**config.mk**
```make
export PLATFORM = sky130hd
export DESIGN_NAME = busbar_trip_seq
export DESIGN_NICKNAME = d
export VERILOG_FILES = /design/src/rtl/bbs_pkg.sv /design/src/rtl/bbs_diff_sum.sv /design/src/rtl/bbs_over_cmp.sv /design/src/rtl/bbs_window_ctr.sv /design/src/rtl/busbar_trip_seq.sv
export SDC_FILE = /design/constraint.sdc
export NUM_CORES = 1
export LEC_CHECK = 0
export BUFFER_PORTS_ARGS = -buffer_cell sky130_fd_sc_hd__buf_2
export CORE_ASPECT_RATIO = 1.5
export CORE_MARGIN = 5
export CORE_UTILIZATION = 50
export DETAILED_ROUTE_END_ITERATION = 8
export GPL_TIMING_DRIVEN = 0
export PLACE_DENSITY_LB_ADDON = 0.3
export SYNTH_ARGS = -nofsm -noshare
export SYNTH_HDL_FRONTEND = slang
export SYNTH_HIERARCHICAL = 1
export SYNTH_SLANG_ARGS = --single-unit
```
**constraint.sdc**
```tcl
create_clock -name clk_i -period 2.5 [get_ports clk_i]
set_input_delay 0.125 -clock clk_i [delete_from_list [all_inputs] [get_ports clk_i]]
set_output_delay 0.125 -clock clk_i [all_outputs]
set_load 0.02 [all_outputs]
```
**src/rtl/bbs_pkg.sv**
```systemverilog
package bbs_pkg;

  typedef enum logic [2:0] {
    STAT_IDLE   = 3'd0,
    STAT_SELECT = 3'd1,
    STAT_BUS    = 3'd2,
    STAT_LINE   = 3'd3,
    STAT_NONE   = 3'd4
  } status_e;

  typedef enum logic [1:0] {
    PH_IDLE   = 2'd0,
    PH_SELECT = 2'd1,
    PH_DONE   = 2'd2
  } phase_e;

endpackage

```
**src/rtl/bbs_diff_sum.sv**
```systemverilog
module bbs_diff_sum #(
  parameter int N_LINES = 4,
  parameter int CUR_W   = 16,
  parameter int SUM_W   = CUR_W + $clog2(N_LINES + 1) + 1
) (
  input  logic [CUR_W-1:0]         conv_i,
  input  logic [N_LINES*CUR_W-1:0] lines_i,
  output logic [SUM_W-1:0]         mag_o
);

  localparam int EXT_W = SUM_W - CUR_W;

  logic signed [SUM_W-1:0] ext_line [N_LINES];
  logic signed [SUM_W-1:0] ext_conv;
  logic signed [SUM_W-1:0] acc;

  assign ext_conv = {{EXT_W{conv_i[CUR_W-1]}}, conv_i};

  for (genvar g = 0; g < N_LINES; g++) begin : g_ext
    assign ext_line[g] = {{EXT_W{lines_i[g*CUR_W+CUR_W-1]}}, lines_i[g*CUR_W +: CUR_W]};
  end

  always_comb begin
    acc = ext_conv;
    for (int k = 0; k < N_LINES; k++) begin
      acc = acc + ext_line[k];
    end
  end

  // headroom guarantees -acc is representable
  assign mag_o = acc[SUM_W-1] ? SUM_W'(-acc) : SUM_W'(acc);

endmodule

```
**src/rtl/bbs_over_cmp.sv**
```systemverilog
module bbs_over_cmp #(
  parameter int CH = 4,
  parameter int W  = 16
) (
  input  logic [CH*W-1:0] val_i,
  input  logic [W-1:0]    th_i,
  output logic [CH-1:0]   over_o
);

  for (genvar c = 0; c < CH; c++) begin : g_cmp
    assign over_o[c] = val_i[c*W +: W] > th_i;
  end

endmodule

```
**src/rtl/bbs_window_ctr.sv**
```systemverilog
module bbs_window_ctr #(
  parameter int WIN_W = 8
) (
  input  logic             clk_i,
  input  logic             rst_ni,
  input  logic             clear_i,
  input  logic             load_i,
  input  logic [WIN_W-1:0] len_i,
  input  logic             step_i,
  input  logic             active_i,
  output logic             last_o
);

  logic [WIN_W-1:0] cnt_q;

  always_ff @(posedge clk_i or negedge rst_ni) begin
    if (!rst_ni) begin
      cnt_q <= '0;
    end else if (clear_i) begin
      cnt_q <= '0;
    end else if (load_i) begin
      cnt_q <= (len_i == '0) ? WIN_W'(1) : len_i;
    end else if (step_i && cnt_q > WIN_W'(1)) begin
      cnt_q <= cnt_q - WIN_W'(1);
    end
  end

  assign last_o = (cnt_q == WIN_W'(1));

  // an open window always has samples left
  p_cnt_live_r7: assert property (@(posedge clk_i) disable iff (!rst_ni)
    active_i |-> (cnt_q != '0));

endmodule

```
**src/rtl/busbar_trip_seq.sv**
```systemverilog
module busbar_trip_seq
  import bbs_pkg::*;
#(
  parameter int N_LINES = 4,
  parameter int CUR_W   = 16,
  parameter int MAG_W   = 16,
  parameter int WIN_W   = 8
) (
  input  logic                         clk_i,
  input  logic                         rst_ni,
  input  logic                         rearm_i,
  input  logic                         sample_valid_i,
  input  logic [CUR_W-1:0]             conv_cur_i,
  input  logic [N_LINES*CUR_W-1:0]     line_cur_i,
  input  logic [(N_LINES+1)*MAG_W-1:0] fds_i,
  input  logic [N_LINES*MAG_W-1:0]     wav_i,
  input  logic [MAG_W-1:0]             th_fds_i,
  input  logic [CUR_W-1:0]             th_dif_i,
  input  logic [MAG_W-1:0]             th_wav_i,
  input  logic [WIN_W-1:0]             win_len_i,
  output logic [N_LINES:0]             trip_o,
  output logic [2:0]                   status_o
);

  localparam int SUM_W = CUR_W + $clog2(N_LINES + 1) + 1;
  localparam logic [SUM_W:0] MAX_MAG = (SUM_W+1)'(N_LINES + 1) << (CUR_W - 1);

  logic [SUM_W-1:0] dif_mag;
  logic [N_LINES:0] fds_over;
  logic [N_LINES-1:0] wav_over;
  logic dif_over, incept, win_last;
  logic enter_sel, step_sel;

  phase_e            phase_q;
  status_e           status_q;
  logic [N_LINES:0]  trip_q;

  bbs_diff_sum #(.N_LINES(N_LINES), .CUR_W(CUR_W), .SUM_W(SUM_W)) u_diff (
    .conv_i (conv_cur_i),
    .lines_i(line_cur_i),
    .mag_o  (dif_mag)
  );

  bbs_over_cmp #(.CH(N_LINES + 1), .W(MAG_W)) u_fds_cmp (
    .val_i (fds_i),
    .th_i  (th_fds_i),
    .over_o(fds_over)
  );

  bbs_over_cmp #(.CH(N_LINES), .W(MAG_W)) u_wav_cmp (
    .val_i (wav_i),
    .th_i  (th_wav_i),
    .over_o(wav_over)
  );

  assign dif_over  = dif_mag > SUM_W'(th_dif_i);
  assign incept    = sample_valid_i && (|fds_over);
  assign enter_sel = !rearm_i && phase_q == PH_IDLE && incept && !dif_over;
  assign step_sel  = !rearm_i && phase_q == PH_SELECT && sample_valid_i;

  bbs_window_ctr #(.WIN_W(WIN_W)) u_win (
    .clk_i   (clk_i),
    .rst_ni  (rst_ni),
    .clear_i (rearm_i),
    .load_i  (enter_sel),
    .len_i   (win_len_i),
    .step_i  (step_sel),
    .active_i(phase_q == PH_SELECT),
    .last_o  (win_last)
  );

  always_ff @(posedge clk_i or negedge rst_ni) begin
    if (!rst_ni) begin
      phase_q  <= PH_IDLE;
      status_q <= STAT_IDLE;
      trip_q   <= '0;
    end else if (rearm_i) begin
      phase_q  <= PH_IDLE;
      status_q <= STAT_IDLE;
      trip_q   <= '0;
    end else if (sample_valid_i) begin
      unique case (phase_q)
        PH_IDLE: begin
          if (incept) begin
            if (dif_over) begin
              trip_q   <= '1;
              phase_q  <= PH_DONE;
              status_q <= STAT_BUS;
            end else begin
              phase_q  <= PH_SELECT;
              status_q <= STAT_SELECT;
            end
          end
        end
        PH_SELECT: begin
          trip_q[N_LINES-1:0] <= trip_q[N_LINES-1:0] | wav_over;
          if (win_last) begin
            if ((|trip_q[N_LINES-1:0]) || (|wav_over)) begin
              phase_q  <= PH_DONE;
              status_q <= STAT_LINE;
            end else begin
              phase_q  <= PH_IDLE;
              status_q <= STAT_NONE;
            end
          end
        end
        default: ;
      endcase
    end
  end

  assign trip_o   = trip_q;
  assign status_o = status_q;


  p_no_overflow_r3: assert property (@(posedge clk_i) disable iff (!rst_ni)
    ({1'b0, dif_mag} <= MAX_MAG));


  p_idle_quiet_r2: assert property (@(posedge clk_i) disable iff (!rst_ni)
    (phase_q == PH_IDLE && !rearm_i && !incept) |=> ($stable(trip_q) && $stable(status_q)));


  p_bus_all_r4: assert property (@(posedge clk_i) disable iff (!rst_ni)
    (phase_q == PH_IDLE && !rearm_i && incept && dif_over) |=> ((&trip_o) && status_o == 3'd2));


  p_conv_quiet_r6: assert property (@(posedge clk_i) disable iff (!rst_ni)
    (phase_q == PH_SELECT && !rearm_i) |=> !trip_o[N_LINES]);


  p_sticky_r8: assert property (@(posedge clk_i) disable iff (!rst_ni)
    !rearm_i |=> ((trip_o & $past(trip_o)) == $past(trip_o)));


  p_done_hold_r8: assert property (@(posedge clk_i) disable iff (!rst_ni)
    (phase_q == PH_DONE && !rearm_i) |=> ($stable(trip_o) && $stable(status_o)));


  p_rearm_clear_r1: assert property (@(posedge clk_i) disable iff (!rst_ni)
    rearm_i |=> (trip_o == '0 && status_o == 3'd0));

endmodule

```
---- Word-level counts from Yosys, hierarchy flattened ----
Index checks and enable logic that the tools add are counted.
word-level totals
  memory bits (writable) .................. 0
  bits in latches ......................... 0
  logic and storage cells ................. 77
  output and inout bits ................... 8
  input bits .............................. 284
  register bits after elaboration ......... 18
  ROM bits ................................ 0
  memories ................................ 0
operators by class
  $lt $le $gt $ge ......................... 11
  muxes and demuxes ....................... 25
  reduce and logical (&&, ||, !) cells .... 24
  shift operators ......................... 0
  div/mod/pow operators ................... 0
  add/subtract/negate cells ............... 6
  multipliers ............................. 0
  bitwise gates (word level) .............. 1
  eq/ne operators ......................... 5
operator list
  kind                                                                             number
  16-bit greater-than comparator                                                   9
  20-bit by 16-bit adder with 20-bit output                                        2
  8-bit two-way mux                                                                4
  20-bit by 16-bit greater-than comparator with 1-bit output                       1
  20-bit two-way mux                                                               1
  5-bit two-way mux                                                                4
  20-bit negator                                                                   1
  17-bit by 16-bit adder with 18-bit output                                        1
  16-bit by 16-bit adder with 17-bit output                                        1
  3-bit two-way mux                                                                5
  2-bit two-way mux                                                                7
  4-bit AND reduction                                                              3
  3-bit inequality test, second input constant                                     3
  8-bit by 1-bit equality test with 1-bit output, second input constant            1
  8-bit by 1-bit greater-than comparator with 1-bit output, second input constant  1
  8-bit logical NOT                                                                1
  4-bit case mux with 2 select lines                                               1
  2-bit nonzero test                                                               4
  4-bit OR reduction                                                               2
  8-bit by 1-bit subtractor with 8-bit output, second input constant               1
  1-bit logical AND                                                                7
  3-bit case mux with 2 select lines                                               1
  3-bit nonzero test                                                               2
  5-bit OR reduction                                                               1
  other kinds (7)                                                                  8

---- Longest topological paths before layout ----
Gate-level depths: netlist of run 1.
  depth in word-level cells ............... 12
  mapped depth ............................ 27
  gate-level depth less buffers ........... 24

---- Hierarchy ----
The synthesis of run 1 kept the hierarchy.
by module, submodules not included
  module                     area an instance (µm²)  sequential area each (µm²)  times used  cells an instance
  bbs_diff_sum               3114.2                  0.0                         1           406
  bbs_over_cmp at u_fds_cmp  1804.2                  0.0                         1           220
  bbs_over_cmp at u_wav_cmp  1457.6                  0.0                         1           179
  busbar_trip_seq            940.9                   225.2                       1           114
  bbs_window_ctr             566.8                   200.2                       1           61

---- Worst setup path after synthesis of run 1 ----
OpenSTA, ideal clock, no wires.
  kind .................................... in2reg
  start point ............................. input port conv_cur_i[1]
  end point ............................... register u_win.cnt_q[5]
  arrival ................................. 5.854 ns
  library setup time ...................... 0.099 ns
  data required time ...................... 2.401 ns
  stages .................................. 23
  path slack .............................. -3.454 ns
  buffers on the path ..................... 1
  path through ............................ inv_1 fa_1 fa_1 fa_1 inv_1 ha_1 fa_1 a211oi_4 o211ai_4 a21oi_4 nor3_2 o41ai_4 o31ai_1 xor2_1 ha_1 nand4_1 o211ai_1 a211oi_1 a31oi_4 nor3_1 inv_1 clkbuf_1 a311oi_1
between the ends
  word-level cells in the longest chain between the ends .. 11
  elaborated cells on any way between the ends .. 12
  those cells by class .................... add/sub: 5; order compare: 1; mux: 3; reduce/logical: 3
RTL lines
  element                                                       line                   source
  start: declaration                                            busbar_trip_seq.sv:13  input logic [CUR_W-1:0] conv_cur_i,
  16-bit by 16-bit adder with 17-bit output *                   bbs_diff_sum.sv:26     acc = acc + ext_line[k];
  17-bit by 16-bit adder with 18-bit output *                   bbs_diff_sum.sv:26
  20-bit by 16-bit adder with 20-bit output * (2 in series)     bbs_diff_sum.sv:26
  20-bit negator                                                bbs_diff_sum.sv:31     assign mag_o = acc[SUM_W-1] ? SUM_W'(-acc) : SUM_W'(acc);
  20-bit two-way mux *                                          bbs_diff_sum.sv:31
  via dif_mag[14]                                               busbar_trip_seq.sv:28  logic [SUM_W-1:0] dif_mag;
  20-bit by 16-bit greater-than comparator with 1-bit output *  busbar_trip_seq.sv:56  assign dif_over = dif_mag > SUM_W'(th_dif_i);
  1-bit logical NOT *                                           busbar_trip_seq.sv:58  assign enter_sel = !rearm_i && phase_q == PH_IDLE && incept && !dif_over;
  1-bit logical AND *                                           busbar_trip_seq.sv:58
  via enter_sel                                                 busbar_trip_seq.sv:32  logic enter_sel, step_sel;
  8-bit two-way mux                                             bbs_window_ctr.sv:21   end else if (load_i) begin
  8-bit two-way mux                                             bbs_window_ctr.sv:19   end else if (clear_i) begin
  end signal: assignment                                        bbs_window_ctr.sv:22   cnt_q <= (len_i == '0) ? WIN_W'(1) : len_i;
  end signal: assignment                                        bbs_window_ctr.sv:24   cnt_q <= cnt_q - WIN_W'(1);
  end: declaration                                              bbs_window_ctr.sv:14   logic [WIN_W-1:0] cnt_q;
The timed path passes the listed nets; every way through them passes the cells marked *.
A chain may end at the register's enable or synchronous reset.

---- Final worst setup path of run 1 ----
  start point ............................. input port conv_cur_i[7]
  end point ............................... register u_win.cnt_q[2]
Same word-level chain as after synthesis.

==> results of run 1 <==
## critical path, stage by stage
cell and delay, ns:
sky130_fd_sc_hd__buf_2 0.08, sky130_fd_sc_hd__inv_1 0.04, sky130_fd_sc_hd__fa_1 0.53, sky130_fd_sc_hd__inv_1 0.05, sky130_fd_sc_hd__fa_1 0.49, sky130_fd_sc_hd__inv_1 0.05
sky130_fd_sc_hd__fa_1 0.49, sky130_fd_sc_hd__inv_1 0.04, sky130_fd_sc_hd__ha_2 0.34, sky130_fd_sc_hd__a2111oi_2 0.47, sky130_fd_sc_hd__o21ai_2 0.16, sky130_fd_sc_hd__a31oi_2 0.27
sky130_fd_sc_hd__xor2_1 0.25, sky130_fd_sc_hd__o21ai_1 0.18, sky130_fd_sc_hd__o41ai_4 0.36, sky130_fd_sc_hd__xnor2_2 0.13, sky130_fd_sc_hd__nor4_4 0.38, sky130_fd_sc_hd__nand2_2 0.12
sky130_fd_sc_hd__a2111o_1 0.40, sky130_fd_sc_hd__a31oi_4 0.21, sky130_fd_sc_hd__nor3_4 0.06, sky130_fd_sc_hd__inv_2 0.12, sky130_fd_sc_hd__clkbuf_8 0.18, sky130_fd_sc_hd__nor2_1 0.04
sky130_fd_sc_hd__a211oi_1 0.17
## metrics by stage
stage               TNS (ns)  power, W  hold WS [ns]  instances
floorplan             -45.29  0.005687       -0.1706        980
global placement      -56.26  0.006945       0.07256       1473
detailed placement    -58.00  0.007114       0.07552       1473
CTS                   -50.00  0.008008        0.1608       1493
global route          -53.59  0.009811        0.1717       1511
finish                -48.46  0.008909        0.1644       1512
## registers in the layout, summed over array words and instances, names as in the netlist
register     flops
phase_q          1
status_o         3
u_win/cnt_q      8
trip_o           5
## worst max-delay path by stage
stage / from / to / slack, ns / cells after the start
2_1_floorplan: conv_cur_i[2] / u_win/cnt_q[1] / -2.95 / 25
5_1_grt: conv_cur_i[2] / trip_o[0] / -3.42 / 23
3_5_place_dp: conv_cur_i[2] / u_win/cnt_q[1] / -3.75 / 26
6_report: conv_cur_i[7] / u_win/cnt_q[2] / -3.11 / 25
4_1_cts: conv_cur_i[1] / u_win/cnt_q[1] / -3.19 / 28
3_3_place_gp: conv_cur_i[2] / u_win/cnt_q[1] / -3.64 / 26
## cell type report
class / instances / share of cell area (%)
multi-input combinational: 732 / 67.21
timing repair buffer: 321 / 16.60
inverter: 222 / 8.109
sequential: 17 / 4.079
tap: 203 / 2.435
clock buffer: 4 / 0.7558
buffer: 9 / 0.7078
antenna: 4 / 0.09597
## metal layers
layer  vias up  global-route usage [%]
met5         -                       0
met4         0                   7.709
met3        49                   2.912
met2       282                   49.00
met1      3778                   24.26
li1       4078                       -
## power breakdown
group	internal [W]	switching (W)	total [W]	leakage, nW
combinational	0.00363	0.00452	0.00815	5.46
clock	0.000217	0.000105	0.000322	0.0382
sequential	0.000344	0.0000904	0.000434	0.232
total	0.00419	0.00471	0.00891	5.73
## cell families after synthesis
family / Yosys count / share of synthesized area (%)
adder cells (fa/ha/maj): 233 / 41.74
multiplexers: 2 / 0.2856
AO/OA/AOI/OAI: 230 / 21.39
XOR/XNOR: 29 / 3.222
AND/OR/NAND/NOR: 238 / 16.76
flip-flops: 17 / 5.396
buffers and inverters: 231 / 11.20
## cells in the final DEF, fill, tap and decap left out, types with 10 or more instances in the layout
cell	instances
sky130_fd_sc_hd__dfrtp_1	17
sky130_fd_sc_hd__nand4_1	35
sky130_fd_sc_hd__ha_1	179
sky130_fd_sc_hd__xnor2_1	10
sky130_fd_sc_hd__nand2_1	54
sky130_fd_sc_hd__buf_4	24
sky130_fd_sc_hd__buf_2	290
sky130_fd_sc_hd__nor2b_1	14
sky130_fd_sc_hd__xor2_1	13
sky130_fd_sc_hd__buf_6	10
sky130_fd_sc_hd__fa_1	49
sky130_fd_sc_hd__nor2_1	38
sky130_fd_sc_hd__a21o_1	17
sky130_fd_sc_hd__a21oi_1	79
sky130_fd_sc_hd__inv_1	215
sky130_fd_sc_hd__o21ai_0	25
sky130_fd_sc_hd__nand3_1	24
## repair_timing
action                     in CTS  in global routing
setup endpoints to repair      17                 17
gates resized for setup        35                 53
cloned                          1                  1
pin swaps                      28                 43
buffers inserted               14                 14
hold endpoints to repair       17                  0
hold buffers                    1                  0
==> impl_summary.md, run 1 <==
Run status
The run finished, with violations left. The checks that failed: negative setup slack.

Layout
The filler cells instantiated in the layout total 1320. The share of the core filled with cells in the final layout is 67.05%. The post-route standard cell area excluding fillers is 10430 um2. The sequential cell area is 425.4 um2.

The area taken by multi-input logic gates is 7010 um2. The share of layout cells above drive strength 1 is 33.72%. The net count of the finished layout is approximately 1.8k.

The relative area change from synthesis to final layout is 32.30%.

Yosys
After synthesis the netlist holds a flip-flop and latch count of 17. Summed over its instances, the top area cell type makes up between 20% and 30% of the synthesized netlist area. The proportion of synthesized chip area in sequential cells is between 5 and 6%.

Yosys attributes the largest share of cell area to sky130_fd_sc_hd__ha_1 29%, sky130_fd_sc_hd__fa_1 13%, sky130_fd_sc_hd__inv_1 11%. The post-synthesis cell type with the largest combined area is sky130_fd_sc_hd__ha_1. The distinct cell type count after synthesis is 81. The top flip-flop cell by instance count after synthesis is sky130_fd_sc_hd__dfrtp_1.

For this run, the number of Yosys warnings is 6. The mapped netlist covers 7884 um2. The commonest cells after synthesis are 222 x sky130_fd_sc_hd__inv_1, 183 x sky130_fd_sc_hd__ha_1, 86 x sky130_fd_sc_hd__a21oi_1. The mean area per synthesized cell is between 8 and 9 um2. The most frequently used cell type in the post-synthesis netlist is sky130_fd_sc_hd__inv_1. The count of flip-flops with a built-in enable after synthesis is 0. For this run, asynchronously set or reset flops after synthesis account for 100.0%. The gate count of the mapped netlist is 980. The post-synth net total is approximately 1.5k.

Floorplan
The die covers 18430 um2. For this configuration, the core starts out at a cell density of about half. The die is 112.5 um wide. The I/O pin count is around 290. The die is 163.8 um tall. The row count is 56. After floorplanning, the core was sized to cover 15550 um2.

Timing
The normalized max-slew margin is between 60% and 70%. The final hold violation count is 0. Setup slack on the critical path of the routed design comes to -3.109 ns. The clock tree skew after final layout is 0.001598 ns. The number of endpoints failing setup at the final stage is 16. The maximum clock frequency is around 180 MHz. The time the final worst path needs with I/O delays and setup is 5.609 ns. The actual transition at the worst max-transition pin is between 0.5 and 0.6 ns. The period utilization is 224.4%. Setup repair after global routing could not meet its margin everywhere. The number of pins exceeding their max-slew limit in the final report is 0.

Min path
The sink of the worst hold path is u_win/cnt_q[1]. The min-delay analysis places its worst path in the category primary input to register. The hold-critical path depth is 3. The worst min-delay path startpoint is win_len_i[1].

Global route
The first global-routing pass estimated approximately 37 mm of wire. The number of global-route vias before repair is 8229. The sum of overflow across all layers after global routing is 0. Global routing used 23.82% of the available tracks. The maximum number of pins on one net before global-route repair is 18.

The initial antenna violation count is 3.

Detailed routing
In this run the remaining antenna-violating nets after routing total 0. The routed design uses roughly 1.4 mm of met3 wire. In the routed layout, each cell is associated on average with a via count of 5.415. The total routed wire length on the met1 layer is just over 8 mm.

For this block, the initial DRC count from the detailed router was 340. The amount of wire on met2 after detailed routing is 13.06 mm. In this run the top signal layer used is met4. The routed design has between 20 and 25 mm of wire.

The detailed router placed 8187 vias in this run. Before antenna repair, the detailed router went through 5 iterations. The DRC violations left is 0. In the final routed layout, each cell accounts on average for 15.48 um.

Worst setup path
The slack of the worst reg-to-reg path is 0.25 ns. The worst setup path is captured at a register. The number of cells on the worst reg-to-reg path is 5. The worst register-to-register path begins at status_o[1]. In this run the critical register-to-register path is captured at u_win/cnt_q[5]. The setup path with the least slack is of type primary input to register. The kind of start point of the critical path is a primary input. For the worst setup path, the data required time is 2.65 ns. The largest fanout on the critical path is 7. The arrival time of the worst setup path is 5.76 ns.

Clock network
The clock passes through at most 2 buffers. Clock tree synthesis found a total of 17 sinks. The register clock-pin slew on the reported worst setup and hold paths is 0.05 ns. The CTS tree is yes. The CTS buffer count is 3. The clock latency on the worst-skew pair is about 0.25 ns. CTS built an H-tree with a depth of 1. The cell chosen for the clock root is sky130_fd_sc_hd__clkbuf_16.

Placed design
The post-place instance area is 9691 um2. The number of I/O port buffers is 290. Summed over all nets, the half-perimeter wirelength after detailed placement is 20.52 mm. Timing analysis after detailed placement gives a worst setup slack of -3.755 ns.

Routability-driven placement finished with a final weighted congestion of about 0.94.

Power
The peak supply drop is 0.5614 mV. For this design the static power due to leakage is 5.730 nW. The total power divided by cell area is 854.2 nW/um2.

Run
The number of max-cap violations is 0.
No activity file was read; power rests on OpenSTA's default activity.
==> run 2: changes to the inputs <==
--- a/config.mk
+++ b/config.mk
@@ -8,7 +8,7 @@
 export BUFFER_PORTS_ARGS = -buffer_cell sky130_fd_sc_hd__buf_2
 export CORE_ASPECT_RATIO = 1.5
 export CORE_MARGIN = 5
-export CORE_UTILIZATION = 50
+export CORE_UTILIZATION = 52
 export DETAILED_ROUTE_END_ITERATION = 8
 export GPL_TIMING_DRIVEN = 0
 export PLACE_DENSITY_LB_ADDON = 0.3
==> impl_summary.md, run 2 (synthesis results as in run 1) <==
Layout
Counting flops per register, the top entry is u_win/cnt_q. The post-route standard cell area excluding fillers came to 10210 um2 (-2.1%). The final net count is 1815 (-0.44%).

The total of fill cells in the finished design is 1310 (-0.76%). The filler-free cell count of the finished design came to 1499 (-0.86%). The share of layout cells above drive strength 1 came to 32.61% (-1.1 points). The most common library cell in the layout ignoring fill and taps is sky130_fd_sc_hd__buf_2.

The area taken by multi-input logic gates was 6872 um2 (-2.0%). The library cells used most frequently in the layout, excluding fill and tap cells, are 291 x sky130_fd_sc_hd__buf_2, 214 x sky130_fd_sc_hd__inv_1, 179 x sky130_fd_sc_hd__ha_1, 82 x sky130_fd_sc_hd__a21oi_1, 55 x sky130_fd_sc_hd__nand2_1. The share of the core filled with cells in the final layout is 68.04% (+0.99 points). The relative area change from synthesis to final layout is 29.47%. The sequential cell area is 425.4 um2 (unchanged). The flip-flop count of the largest register, all copies and words added is 8 (unchanged).

Global route
The sum of overflow across all layers after global routing is 0 (unchanged). The maximum number of pins on one net before global-route repair is 18 (unchanged). The number of global-route vias before repair is 8444 (+2.6%). The overall track demand over capacity in global routing was 24.92% (+1.1 points). The initial antenna violation count was 3 (unchanged).

The global-route wire length before repair is 37.69 mm (+2.8%).

Timing
Setup repair after global routing could not meet its margin everywhere. The post-route setup TNS is -49.80 ns (-1.347 ns). The actual transition at the worst max-transition pin is 0.5023 ns (-0.008492 ns). The period utilization is 226.6% (+2.2 points). The final worst setup slack came to -3.164 ns (-0.05501 ns). The number of pins exceeding their max-slew limit in the final report is 0 (unchanged). The clock tree skew after final layout was 0.001627 ns (+0.00002942 ns).

The time the final worst path needs with I/O delays and setup came to 5.664 ns (+0.05501 ns). The number of endpoints failing setup at the final stage is 16 (unchanged). The maximum clock frequency was 176.6 MHz (-0.97%).

The final hold violation count is 0 (unchanged). The normalized max-slew margin is 66.16% (+0.42 points).

Worst setup path
The last element of the critical path is u_win/cnt_q[1]. The arrival time of the worst setup path was 5.83 ns (+0.07 ns). The endpoint identified for the worst register-to-register timing path is u_win/cnt_q[5]. STA classifies the critical path startpoint as a primary input. The worst setup path is of the primary input to register kind. Tracing the worst setup path back leads to its startpoint at conv_cur_i[1]. The worst-case reg-to-reg path depth is 5 (unchanged). The required time of the worst setup path was 2.67 ns (+0.02 ns).

The kind of end point of the critical path is a register. The slack of the worst reg-to-reg path is 0.26 ns (about the same). The largest fanout on the critical path is 6 (-1). The startpoint identified for the worst register-to-register timing path is status_o[1].

Clock network
The clock sink total is 17 (unchanged). The count of H-tree levels built during CTS is 1 (unchanged). The clock tree buffer depth was 2 (unchanged).

The clock latency on the worst-skew pair is 0.25 ns (about the same). The CTS buffer count is 3 (unchanged). The register clock-pin slew on the reported worst setup and hold paths is 0.05 ns (about the same). TritonCTS built the clock tree. In this run the clock root is driven by a sky130_fd_sc_hd__clkbuf_16.

Run status
The run finished, with violations left. The checks that failed: negative setup slack.

Detailed routing
The total wire length after detailed routing is 23.26 mm (-0.65%). The vias after detailed routing is 8184 (-0.037%). The DRC violations left is 0 (unchanged).

The per-cell routed wire length was 15.52 um (+0.21%). The DRC marker count from the first detailed-route iteration is 354 (+4.1%). The post-detailed-route count of antenna-violating nets is 0 (unchanged).

The detailed-routing iteration count for the pre-antenna-repair pass is 5 (unchanged). The detail-routed via count per cell is 5.460 (+0.83%).

Floorplan
The height of the die is 160.8 um (-1.8%). The area of the core region is 15000 um2 (-3.6%). The row count is 55 (-1.8%). The I/O pin count came to 292 (unchanged). The initial core utilization is 52.55% (+1.9 points).

The area of the die came to 17770 um2 (-3.6%). The die span in x is 110.5 um (-1.8%).

Power
The peak supply drop is 0.5704 mV (+1.6%). The leakage power figure was 5.624 nW (-1.8%). The total power divided by cell area was 810.5 nW/um2 (-5.1%). The total power draw came to 0.008274 W (-7.1%).

Placed design
The final weighted congestion in routability-driven placement is 0.9332 (-0.72%). The number of I/O port buffers is 290 (unchanged). The number of instances in the placed design is 1469 (-0.27%).

The final HPWL from detailed placement is 20.41 mm (-0.50%). The post-place instance area is 9686 um2 (about the same).

Min path
The hold-critical path depth is 3 (unchanged). The classification of the worst-slack hold path is primary input to register.

Run
The number of max-cap violations is 0 (unchanged).
## run 2: cell count changes in the layout (fill, tap and decap cells not counted), sizes merged
cell	previous run	this run
buf	327	320
clkbuf	6	4
clkinv	0	1
clkinvlp	0	1
diode	4	3
inv	222	221
## run 2: per-layer routing
layer	vias to the layer above	track usage, %	share of wire [%]
met2	296	50.00	55
met4	0	8.796	3.7
met1	3778	26.28	36
met3	54	2.752	5.7
li1	4056	-	-
met5	-	0	0
## run 2: final cells by class
class                           instances  share of cell area (%)
Multi-Input combinational cell        732                   67.32
Timing Repair Buffer                  313                   16.20
Inverter                              222                   8.348
Sequential cell                        17                   4.168
Tap cell                              199                   2.439
Clock buffer                            3                  0.7355
Buffer                                  9                  0.6619
Antenna cell                            3                 0.07355
Clock inverter                          1                 0.04903
## run 2: timing repair
action | CTS | global route
setup endpoints to repair | 17 | 17
endpoints found under the hold margin | 17 | 0
gates cloned | 1 | 1
hold buffers | 1 | 0
buffers inserted | 14 | 6
pin swaps | 21 | 21
resized for setup | 24 | 33
## run 2: how the worst min path moves through the flow
stage | startpoint | to | slack, ns
2_1_floorplan | rst_ni | phase_q[0] | -0.17
3_3_place_gp | rst_ni | u_win/cnt_q[2] | 0.08
3_5_place_dp | rst_ni | u_win/cnt_q[6] | 0.08
4_1_cts | win_len_i[1] | u_win/cnt_q[1] | 0.15
5_1_grt | win_len_i[1] | u_win/cnt_q[1] | 0.16
6_report | win_len_i[1] | u_win/cnt_q[1] | 0.15
## run 2: metrics by stage
step                      hold slack, ns  worst slack [ns]
after global placement           0.07629            -3.641
after global routing              0.1616            -3.365
after CTS                         0.1458            -3.204
after floorplan                  -0.1706            -2.945
after detailed placement         0.07522            -3.715
final                             0.1521            -3.164
## run 2: worst max-delay path, cell delays in order
cell and delay [ns]:
sky130_fd_sc_hd__buf_6 0.08, sky130_fd_sc_hd__inv_4 0.03, sky130_fd_sc_hd__fa_1 0.57, sky130_fd_sc_hd__fa_1 0.44, sky130_fd_sc_hd__fa_1 0.51, sky130_fd_sc_hd__inv_2 0.05, sky130_fd_sc_hd__ha_4 0.17, sky130_fd_sc_hd__fa_2 0.41
sky130_fd_sc_hd__a211oi_4 0.33, sky130_fd_sc_hd__o211ai_4 0.17, sky130_fd_sc_hd__a21oi_4 0.22, sky130_fd_sc_hd__nor3_4 0.06, sky130_fd_sc_hd__o41a_1 0.39, sky130_fd_sc_hd__buf_6 0.17, sky130_fd_sc_hd__a41oi_2 0.17, sky130_fd_sc_hd__xnor2_1 0.10
sky130_fd_sc_hd__ha_1 0.30, sky130_fd_sc_hd__nand4_1 0.15, sky130_fd_sc_hd__buf_6 0.17, sky130_fd_sc_hd__buf_6 0.10, sky130_fd_sc_hd__a2111o_1 0.33, sky130_fd_sc_hd__a31oi_4 0.23, sky130_fd_sc_hd__nor3_4 0.07, sky130_fd_sc_hd__inv_2 0.10
sky130_fd_sc_hd__buf_8 0.13, sky130_fd_sc_hd__o211ai_1 0.08, sky130_fd_sc_hd__a21oi_1 0.16
## run 2: report_power, final
part / internal [W] / total [W] / switching, W
logic: 0.00332 / 0.00752 / 0.00420
clock network: 0.000214 / 0.000318 / 0.000104
registers: 0.000344 / 0.000434 / 0.0000908
